<file path="src/rtl/la_cnt_pkg.sv">
package la_cnt_pkg;

  // Widest count reachable with a given low-stage width: one pair per
  // early-decode slot of the low stage.
  function automatic int la_max_width(input int low_w);
    return low_w + 2 * ((1 << low_w) - 1);
  endfunction

  function automatic int la_pair_count(input int w, input int low_w);
    return (w - low_w) / 2;
  endfunction

endpackage

</file>
<file path="src/rtl/la_low_stage.sv">
module la_low_stage #(
  parameter int LOW_W = 3,
  parameter int PAIRS = 7
) (
  input  logic             clk,
  input  logic             rst,
  output logic [LOW_W-1:0] q,
  output logic [PAIRS:1]   early
);

  always_ff @(posedge clk) begin
    if (rst) q <= '0;
    else     q <= q + LOW_W'(1);
  end

  // Slot k fires k cycles before the low stage reaches all ones.
  for (genvar k = 1; k <= PAIRS; k++) begin : g_dec
    localparam logic [LOW_W-1:0] HIT = LOW_W'((2 ** LOW_W - 1) - k);
    assign early[k] = (q == HIT);
  end

  p_low_step_r4: assert property (@(posedge clk) disable iff (rst)
    (!rst) |=> (rst || q == LOW_W'($past(q) + 1)))
    else $error("R4: low stage did not advance by one");

endmodule

</file>
<file path="src/rtl/la_delay_chain.sv">
module la_delay_chain #(
  parameter int DEPTH = 1
) (
  input  logic clk,
  input  logic rst,
  input  logic d,
  output logic q
);

  logic [DEPTH-1:0] sr;

  if (DEPTH == 1) begin : g_one
    always_ff @(posedge clk) begin
      if (rst) sr <= '0;
      else     sr <= d;
    end
  end else begin : g_many
    always_ff @(posedge clk) begin
      if (rst) sr <= '0;
      else     sr <= {sr[DEPTH-2:0], d};
    end
  end

  assign q = sr[DEPTH-1];

endmodule

</file>
<file path="src/rtl/la_pair_stage.sv">
module la_pair_stage (
  input  logic       clk,
  input  logic       rst,
  input  logic       carry_in,
  input  logic       look,
  output logic [1:0] q,
  output logic       path,
  output logic       carry_out
);

  // Counting-path register: one-cycle-early copy of "all lower pairs at 3".
  always_ff @(posedge clk) begin
    if (rst) path <= 1'b0;
    else     path <= carry_in;
  end

  always_ff @(posedge clk) begin
    if (rst)               q <= 2'd0;
    else if (path && look) q <= q + 2'd1;
  end

  assign carry_out = path & q[1] & q[0];

endmodule

</file>
<file path="src/rtl/la_pipe_counter.sv">
module la_pipe_counter
  import la_cnt_pkg::*;
#(
  parameter int W     = 17,
  parameter int LOW_W = 3
) (
  input  logic         clk,
  input  logic         rst,
  output logic [W-1:0] count
);

  localparam int PAIRS = la_pair_count(W, LOW_W);
  localparam int MAX_W = la_max_width(LOW_W);

  if (LOW_W < 2 || W <= LOW_W || ((W - LOW_W) % 2) != 0 || W > MAX_W) begin : g_bad
    $error("la_pipe_counter: W and LOW_W do not form a supported combination");
  end

  logic [LOW_W-1:0] low_q;
  logic [PAIRS:1]   early;
  logic [PAIRS:1]   look;
  logic [PAIRS:1]   path;
  logic [PAIRS:0]   carry;

  assign carry[0] = 1'b1;

  la_low_stage #(.LOW_W(LOW_W), .PAIRS(PAIRS)) u_low (
    .clk   (clk),
    .rst   (rst),
    .q     (low_q),
    .early (early)
  );

  assign count[LOW_W-1:0] = low_q;

  for (genvar k = 1; k <= PAIRS; k++) begin : g_pair
    localparam int LO = LOW_W + 2 * k - 2;
    logic [1:0] pq;

    la_delay_chain #(.DEPTH(k)) u_look (
      .clk (clk),
      .rst (rst),
      .d   (early[k]),
      .q   (look[k])
    );

    la_pair_stage u_stage (
      .clk       (clk),
      .rst       (rst),
      .carry_in  (carry[k-1]),
      .look      (look[k]),
      .q         (pq),
      .path      (path[k]),
      .carry_out (carry[k])
    );

    assign count[LO+1:LO] = pq;

    // a pair moves only after all lower bits were ones
    p_pair_gate_r5: assert property (@(posedge clk) disable iff (rst)
      (!$past(rst) && count[LO+1:LO] != $past(count[LO+1:LO])) |->
        $past(&count[LO-1:0]))
      else $error("R5: pair %0d moved without a full carry", k);

    // delayed early decode lines up with the low-stage wrap cycle
    p_look_align_r6: assert property (@(posedge clk) disable iff (rst)
      look[k] == (&low_q))
      else $error("R6: look-ahead for pair %0d misaligned", k);

    if (k >= 2) begin : g_path_chk
      p_path_match_r6: assert property (@(posedge clk) disable iff (rst)
        look[k] |-> (path[k] == (&count[LO-1:LOW_W])))
        else $error("R6: carry register of pair %0d stale", k);
    end else begin : g_path_first
      p_path_first_r6: assert property (@(posedge clk) disable iff (rst)
        look[k] |-> path[k])
        else $error("R6: first carry register not set");
    end
  end

  p_clear_r1: assert property (@(posedge clk)
    rst |=> (count == '0))
    else $error("R1: count not cleared by reset");

  p_step_r2: assert property (@(posedge clk) disable iff (rst)
    (!rst) |=> (rst || count == W'($past(count) + 1)))
    else $error("R2: count did not advance by one");

  p_wrap_r3: assert property (@(posedge clk) disable iff (rst)
    (&count) |=> (rst || count == '0))
    else $error("R3: all-ones did not wrap to zero");

  p_top_carry_r3: assert property (@(posedge clk) disable iff (rst)
    (carry[PAIRS] && look[PAIRS]) |-> (&count))
    else $error("R3: top carry without all-ones count");

endmodule

</file>
<file path="config.mk">
export PLATFORM = sky130hd
export DESIGN_NAME = la_pipe_counter
export DESIGN_NICKNAME = d
export VERILOG_FILES = /design/src/rtl/la_cnt_pkg.sv /design/src/rtl/la_low_stage.sv /design/src/rtl/la_delay_chain.sv /design/src/rtl/la_pair_stage.sv /design/src/rtl/la_pipe_counter.sv
export SDC_FILE = /design/constraint.sdc
export NUM_CORES = 1
export LEC_CHECK = 0
export ABC_AREA = 1
export BUFFER_PORTS_ARGS = -buffer_cell sky130_fd_sc_hd__buf_2
export CORE_MARGIN = 2
export CORE_UTILIZATION = 50
export DETAILED_ROUTE_END_ITERATION = 8
export GPL_TIMING_DRIVEN = 0
export PLACE_DENSITY = 0.7
export SETUP_SLACK_MARGIN = 0.4
export SLEW_MARGIN = 20
export SYNTH_ARGS = -nofsm -noshare
export SYNTH_HDL_FRONTEND = slang
export SYNTH_SLANG_ARGS = --single-unit
</file>
<file path="constraint.sdc">
create_clock -name clk -period 1.2 [get_ports clk]
set_input_delay 0.12 -clock clk [delete_from_list [all_inputs] [get_ports clk]]
set_output_delay 0.12 -clock clk [all_outputs]
set_load 0.005 [all_outputs]
</file>
==> out/qor.yml, run 1 <==
status:
  status: "finished, final reports clean"
grt:
  grt_max_degree: 16
  met2_usage_pct: 25.4
  met3_usage_pct: 5.89
  grt.busiest_layer: "met2"
  grtUsageTotal_pct: 15.0
  grt_pass1_wl_um: 4600
  met1_usage_pct: 16.8
  grt_pass1_vias: 1104
  grt-ovfl-total: 0
  antenna_found_initial: 0
finish:
  areaGrowthSynthToFinish_pct: 31.3
  fin_nets: 250
  antenna_cells: 0
  drive_gt1_share_pct: 37.3
  fillCellCount: 273
setup_path:
  startpoint_type: "register"
  max_stage_delay_ps: 390
  crit_family: "flip-flops"
  path_depth: 1
  reg2reg_to: "u_low.q[1]$_SDFF_PP0_"
  critPathCapture: "count[1]"
  critPathKind: "reg2out"
  cpMaxStageDelayCell: "dfxtp_4"
  ff2ff_setup_slack_ps: 270
  crit_start: "u_low.q[1]$_SDFF_PP0_"
  end_kind: "output pin"
  cp.buffers_inverters: 1
  crit_fanout: 4
  reg2reg_depth: 4
  reg2reg_from: "u_low.q[1]$_SDFF_PP0_"
  critical_path_required_ps: 1080
  path_cells: "buf_6"
  arrival_ps: 860
die:
  core_mm2: 0.00334
  die_y_um: 63.1
  fp.dieW_um: 63.1
  dieArea_mm2: 0.00398
  ios: 19
  rows: 21
  start_util_pct: 52.3
detailed_routing:
  vias: 1300
  drc: 0
  dr.pass1.iters: 4
  routed_wl_um: 2800
  drtAntennaViolNets: 0
  viasPerCell: 4.48
  drtIter0Drc: 58
  wl_per_cell_um: 9.67
clock_tree:
  clock_sinks: 52
  clkSlewWorstSetupHoldPaths_ps: 130
  cts_buffer_depth: 2
  clock_latency_ps: 360
  cts_tree: "done"
  ctsHtreeMaxLevel: 2
  cts_inserted_buffers: 5
  root_buffer: "clkbuf_4"
placement:
  gp_congestion: 0.722
  hpwl_um: 1640
  io_buffer_count: 17
yosys:
  avgSynthCellArea_um2: 8.82
  synthTopCellsByArea: "dfxtp_1 60%, nor2_1 9.7%, inv_1 7.5%"
  ys_warn_count: 0
  synth_nets: 205
  synth_cell_types: 14
  ys_ff_latch: 52
  post-synth-top-area-cell: "dfxtp_1"
  yosysSeqAreaShare_pct: 59.6
  synth_top_area_share_pct: 59.6
  syn_area_mm2: 0.00175
  synthCells: 198
power_and_ir_drop:
  p_total_uw: 2760
  power.density_mw_per_mm2: 1200
  power.leakage_uw: 0.000994
  irDropWorstVdd_v: 0.000787
sta:
  rsz0062_at_grt: "true"
  min_period_ps: 976
  fmax_mhz: 1020
  finalHoldViolations: 0
  finalSetupViolCount: 0
  maxSlewHeadroom_pct: 83.5
  drv_slew: 0
  tightest_slew_ps: 246
  clock_skew_ps: 3.08
  setup-tns-final_ps: 0
  fin_crit_sh_pct: 81.4
flow_run:
  maxCapViolCount: 0
worst_hold_path:
  hp-class: "in2reg"
==> layout make-up <==
class	instances	area (µm²)	share of cell area (%)
sequential	52	1070	46.8
multi-input combinational	104	592	25.8
timing repair buffer	38	303	13.2
inverter	37	149	6.50
tap	46	57.6	2.51
buffer	5	56.3	2.46
clock buffer	7	55.1	2.40
clock inverter	1	6.26	0.273
==> worst min-delay path by stage <==
stage                     startpoint  slack [ps]                                end  cells after the start
after global placement           rst         360      g_pair[1].u_look.q$_SDFF_PP0_                      2
after detailed placement         rst         350      g_pair[1].u_look.q$_SDFF_PP0_                      2
final                            rst          60  g_pair[4].u_look.sr[0]$_SDFF_PP0_                      3
after CTS                        rst          50  g_pair[5].u_look.sr[3]$_SDFF_PP0_                      3
after global routing             rst          50  g_pair[4].u_look.sr[0]$_SDFF_PP0_                      3
after floorplan                  rst         340      g_pair[1].u_look.q$_SDFF_PP0_                      2
==> report_power, final <==
group | internal [µW] | switching (µW)
logic | 88.8 | 92.6
registers | 1760 | 21.3
clock network | 290 | 506
==> metal layers <==
metal | vias up | wire length [µm]
li1 | 694 | -
met1 | 584 | 1280
met2 | 17 | 1380
met3 | 5 | 106
met4 | 0 | 42
met5 | - | 0
==> Yosys cell counts (all sizes together) <==
cell type	number
nand2	21
a21oi	7
ha	5
nand4	7
nand3	13
buf	5
dfxtp	52
nor2	45
nor3	6
inv	37
==> cell usage in the layout (no fill, tap or decap) <==
master	synthesis	final
ha_1	5	1
nor2_2	0	1
clkbuf_8	0	1
ha_2	0	1
buf_6	3	11
nand2_1	21	21
clkbuf_1	0	1
dfxtp_1	52	33
dlymetal6s4s_1	0	1
nand3_2	0	7
dlygate4sd3_1	0	1
inv_2	2	3
buf_2	0	13
nand4_1	7	7
nand3_1	13	6
inv_6	0	1
dfxtp_2	0	16
inv_1	35	31
ha_4	0	3
dfxtp_4	0	3
a21oi_1	7	7
nor3_2	5	6
buf_8	1	1
buf_12	0	1
nor2_1	45	44
buf_4	1	15
clkbuf_4	0	5
inv_4	0	3
==> per-stage QoR <==
step	util, %	area (µm²)	instances	setup slack (ps)	hold slack, ps
global placement	57.6	1920	261	307	357
detailed placement	57.6	1920	261	297	354
global route	68.7	2290	290	179	46.9
floorplan	-	1780	198	319	338
finish	68.7	2290	290	224	60.3
CTS	66.0	2200	287	211	48.3
==> sequential cells by signal, indices dropped and copies added, names as in the netlist <==
signal               flops
g_pair.u_stage.path      7
u_low.q                  3
g_pair.u_look.q          1
g_pair.u_look.sr        27
g_pair.u_stage.q        14
==> timing repair <==
item / CTS / global route
hold endpoints to repair: 4 / 0
setup endpoints to repair: 26 / 37
gates resized for setup: 27 / 17
buffers inserted: 16 / 3
hold buffers: 2 / 0
pin swaps: 1 / 7
gates cloned: 0 / 0
==> cells by family after synthesis <==
family / share of synthesized area (%)
compound gates: 2.01
fa+ha+maj: 3.58
buf+inv: 11.2
flops: 59.6
simple gates: 23.6
Power figures use the tool's default switching activity.
==> run 2, diff against run 1 <==
clock period = 0.9 ns   (was 1.2 ns; I/O delays follow)
==> run 2 against run 1 <==
The flow now finishes with violations (negative hold slack, negative setup slack). Non-clock buffer count down 1. Via count up 3.8%. Global-route usage up 3.4 points.
==> out/qor.yml, run 2 (synthesis gave the netlist of run 1 again) <==
finish:
  mostFrequentLayoutCell: "nor2_1"
  fin_nets: 249
  fillCellCount: 250
  top_register: "g_pair.u_look.sr"
  antenna_cells: 0
  largest_reg_flops: 27
  stdcell_count: 289
  areaGrowthSynthToFinish_pct: 44.2
  final_cell_mix: "33 x nor2_1, 29 x dfxtp_2, 25 x buf_6"
  drive_gt1_share_pct: 63.4
  reg_top3: "g_pair.u_look.sr x27, g_pair.u_stage.q x14, g_pair.u_stage.path x7"
power_and_ir_drop:
  power.density_mw_per_mm2: 1510
  switchingPower_uw: 873
  p_total_uw: 3790
  seq_power_share_pct: 62.4
  pwr-share-comb_pct: 6.2
  pwr-share-clk_pct: 31.4
  power.leakage_uw: 0.00100
  intPower_uw: 2920
  switching_share_pct: 23.0
  irDropWorstVdd_v: 0.00114
setup_path:
  path_cells: "buf_6"
  arrival_ps: 880
  cp.buffers_inverters: 1
  startpoint_type: "register"
  critical_path_required_ps: 810
  crit_family: "flip-flops"
  cpMaxStageDelayCell: "dfxtp_4"
  max_stage_delay_ps: 410
  end_kind: "output pin"
  critPathKind: "reg2out"
  crit_fanout: 5
detailed_routing:
  viasPerCell: 4.67
  dr.pass1.iters: 4
  wl_per_cell_um: 12.1
  routed_wl_um: 3510
  drtAntennaViolNets: 0
  drc: 0
  drtIter0Drc: 30
  vias: 1350
die:
  die_y_um: 63.1
  fp.dieW_um: 63.1
  rows: 21
  ios: 19
  core_mm2: 0.00334
  dieArea_mm2: 0.00398
  start_util_pct: 52.3
grt:
  grt-ovfl-total: 0
  grt_pass1_wl_um: 5580
  grt_max_degree: 17
  antenna_found_initial: 0
  grt_pass1_vias: 1340
  grtUsageTotal_pct: 18.3
status:
  violations: "negative hold slack, negative setup slack"
  status: "finished with violations"
sta:
  fin_crit_sh_pct: 107
  worst_slack_ps: -65.9
  setup-tns-final_ps: -639
  fmax_mhz: 1040
  rsz0062_at_grt: "true"
  finalSetupViolCount: 19
  worst_hold_slack_ps: -74.3
  tightest_slew_ps: 222
  drv_slew: 0
  clock_skew_ps: 9.34
  maxSlewHeadroom_pct: 85.2
  min_period_ps: 966
  finalHoldViolations: 4
clock_tree:
  clkSlewWorstSetupHoldPaths_ps: 140
  ctsHtreeMaxLevel: 2
  cts_tree: "done"
  clock_latency_ps: 370
  clock_sinks: 52
  root_buffer: "clkbuf_4"
  cts_buffer_depth: 2
  cts_inserted_buffers: 5
placement:
  gp_congestion: 0.719
  pre_cts_ws_ps: -11.8
  placedCellCount: 261
  io_buffer_count: 17
  hpwl_um: 2010
worst_hold_path:
  hp-class: "in2reg"
flow_run:
  maxCapViolCount: 0
## run 2: cell types whose count changed in the layout (fill, tap and decap cells not counted), moves of 7 or more
cell,previous run,this run
dfxtp_1,33,14
buf_6,11,25
inv_2,3,17
dfxtp_2,16,29
inv_1,31,20
nor2_1,44,33
nor2_2,1,11
a21oi_1,7,0
buf_4,15,8
nand2_1,21,14
nand2_2,0,7
## run 2: per-layer routing
metal,track usage (%),part of all wire (%),vias to the layer above
met5,0,0,-
met4,6.11,1.5,0
met3,7.14,4.3,6
met2,33.5,56,26
met1,19.0,38,626
li1,-,-,692
## run 2: area by class of cell
class                      count  area [µm²]  area share, %
clock buffer                   7        66.3           2.63
buffer                         5        56.3           2.24
clock inverter                 1        8.76          0.348
multi-input combinational    104         738           29.3
tap                           46        57.6           2.29
timing repair buffer          37         340           13.5
sequential                    52        1110           44.1
inverter                      37         139           5.52
## run 2: worst paths after layout
| kind | startpoint | endpoint | slack (ps) | cells past startpoint |
|---|---|---|---|---|
| hold reg to reg | g_pair[7].u_look.sr[3]$_SDFF_PP0_ | g_pair[7].u_look.sr[4]$_SDFF_PP0_ | 400 | 2 |
| setup / recovery | u_low.q[0]$_SDFF_PP0_ | count[0] | -70 | 1 |
| hold / removal | rst | g_pair[7].u_look.sr[0]$_SDFF_PP0_ | -70 | 2 |
| setup reg to reg | u_low.q[0]$_SDFF_PP0_ | u_low.q[2]$_SDFF_PP0_ | -40 | 3 |
## run 2: through the flow
step | utilization [%] | cell area, µm²
after floorplan | - | 1890
after detailed placement | 60.9 | 2030
final | 75.4 | 2520
after CTS | 70.9 | 2360
after global placement | 60.9 | 2030
after global routing | 75.4 | 2520
## run 2: timing repair
item | in CTS | in global routing
endpoints found under the setup margin | 50 | 66
hold endpoints to repair | 4 | 4
setup buffers | 16 | 4
pin swaps | 9 | 21
gates resized for setup | 35 | 48
## run 2: power groups by stage
stage	Sequential, µW	Clock, µW	Combinational [µW]
2_1_floorplan	2410	0	128
3_3_place_gp	2410	0	168
3_5_place_dp	2410	0	174
4_1_cts	2360	1230	211
5_1_grt	2370	1330	263
6_report	2370	1190	235
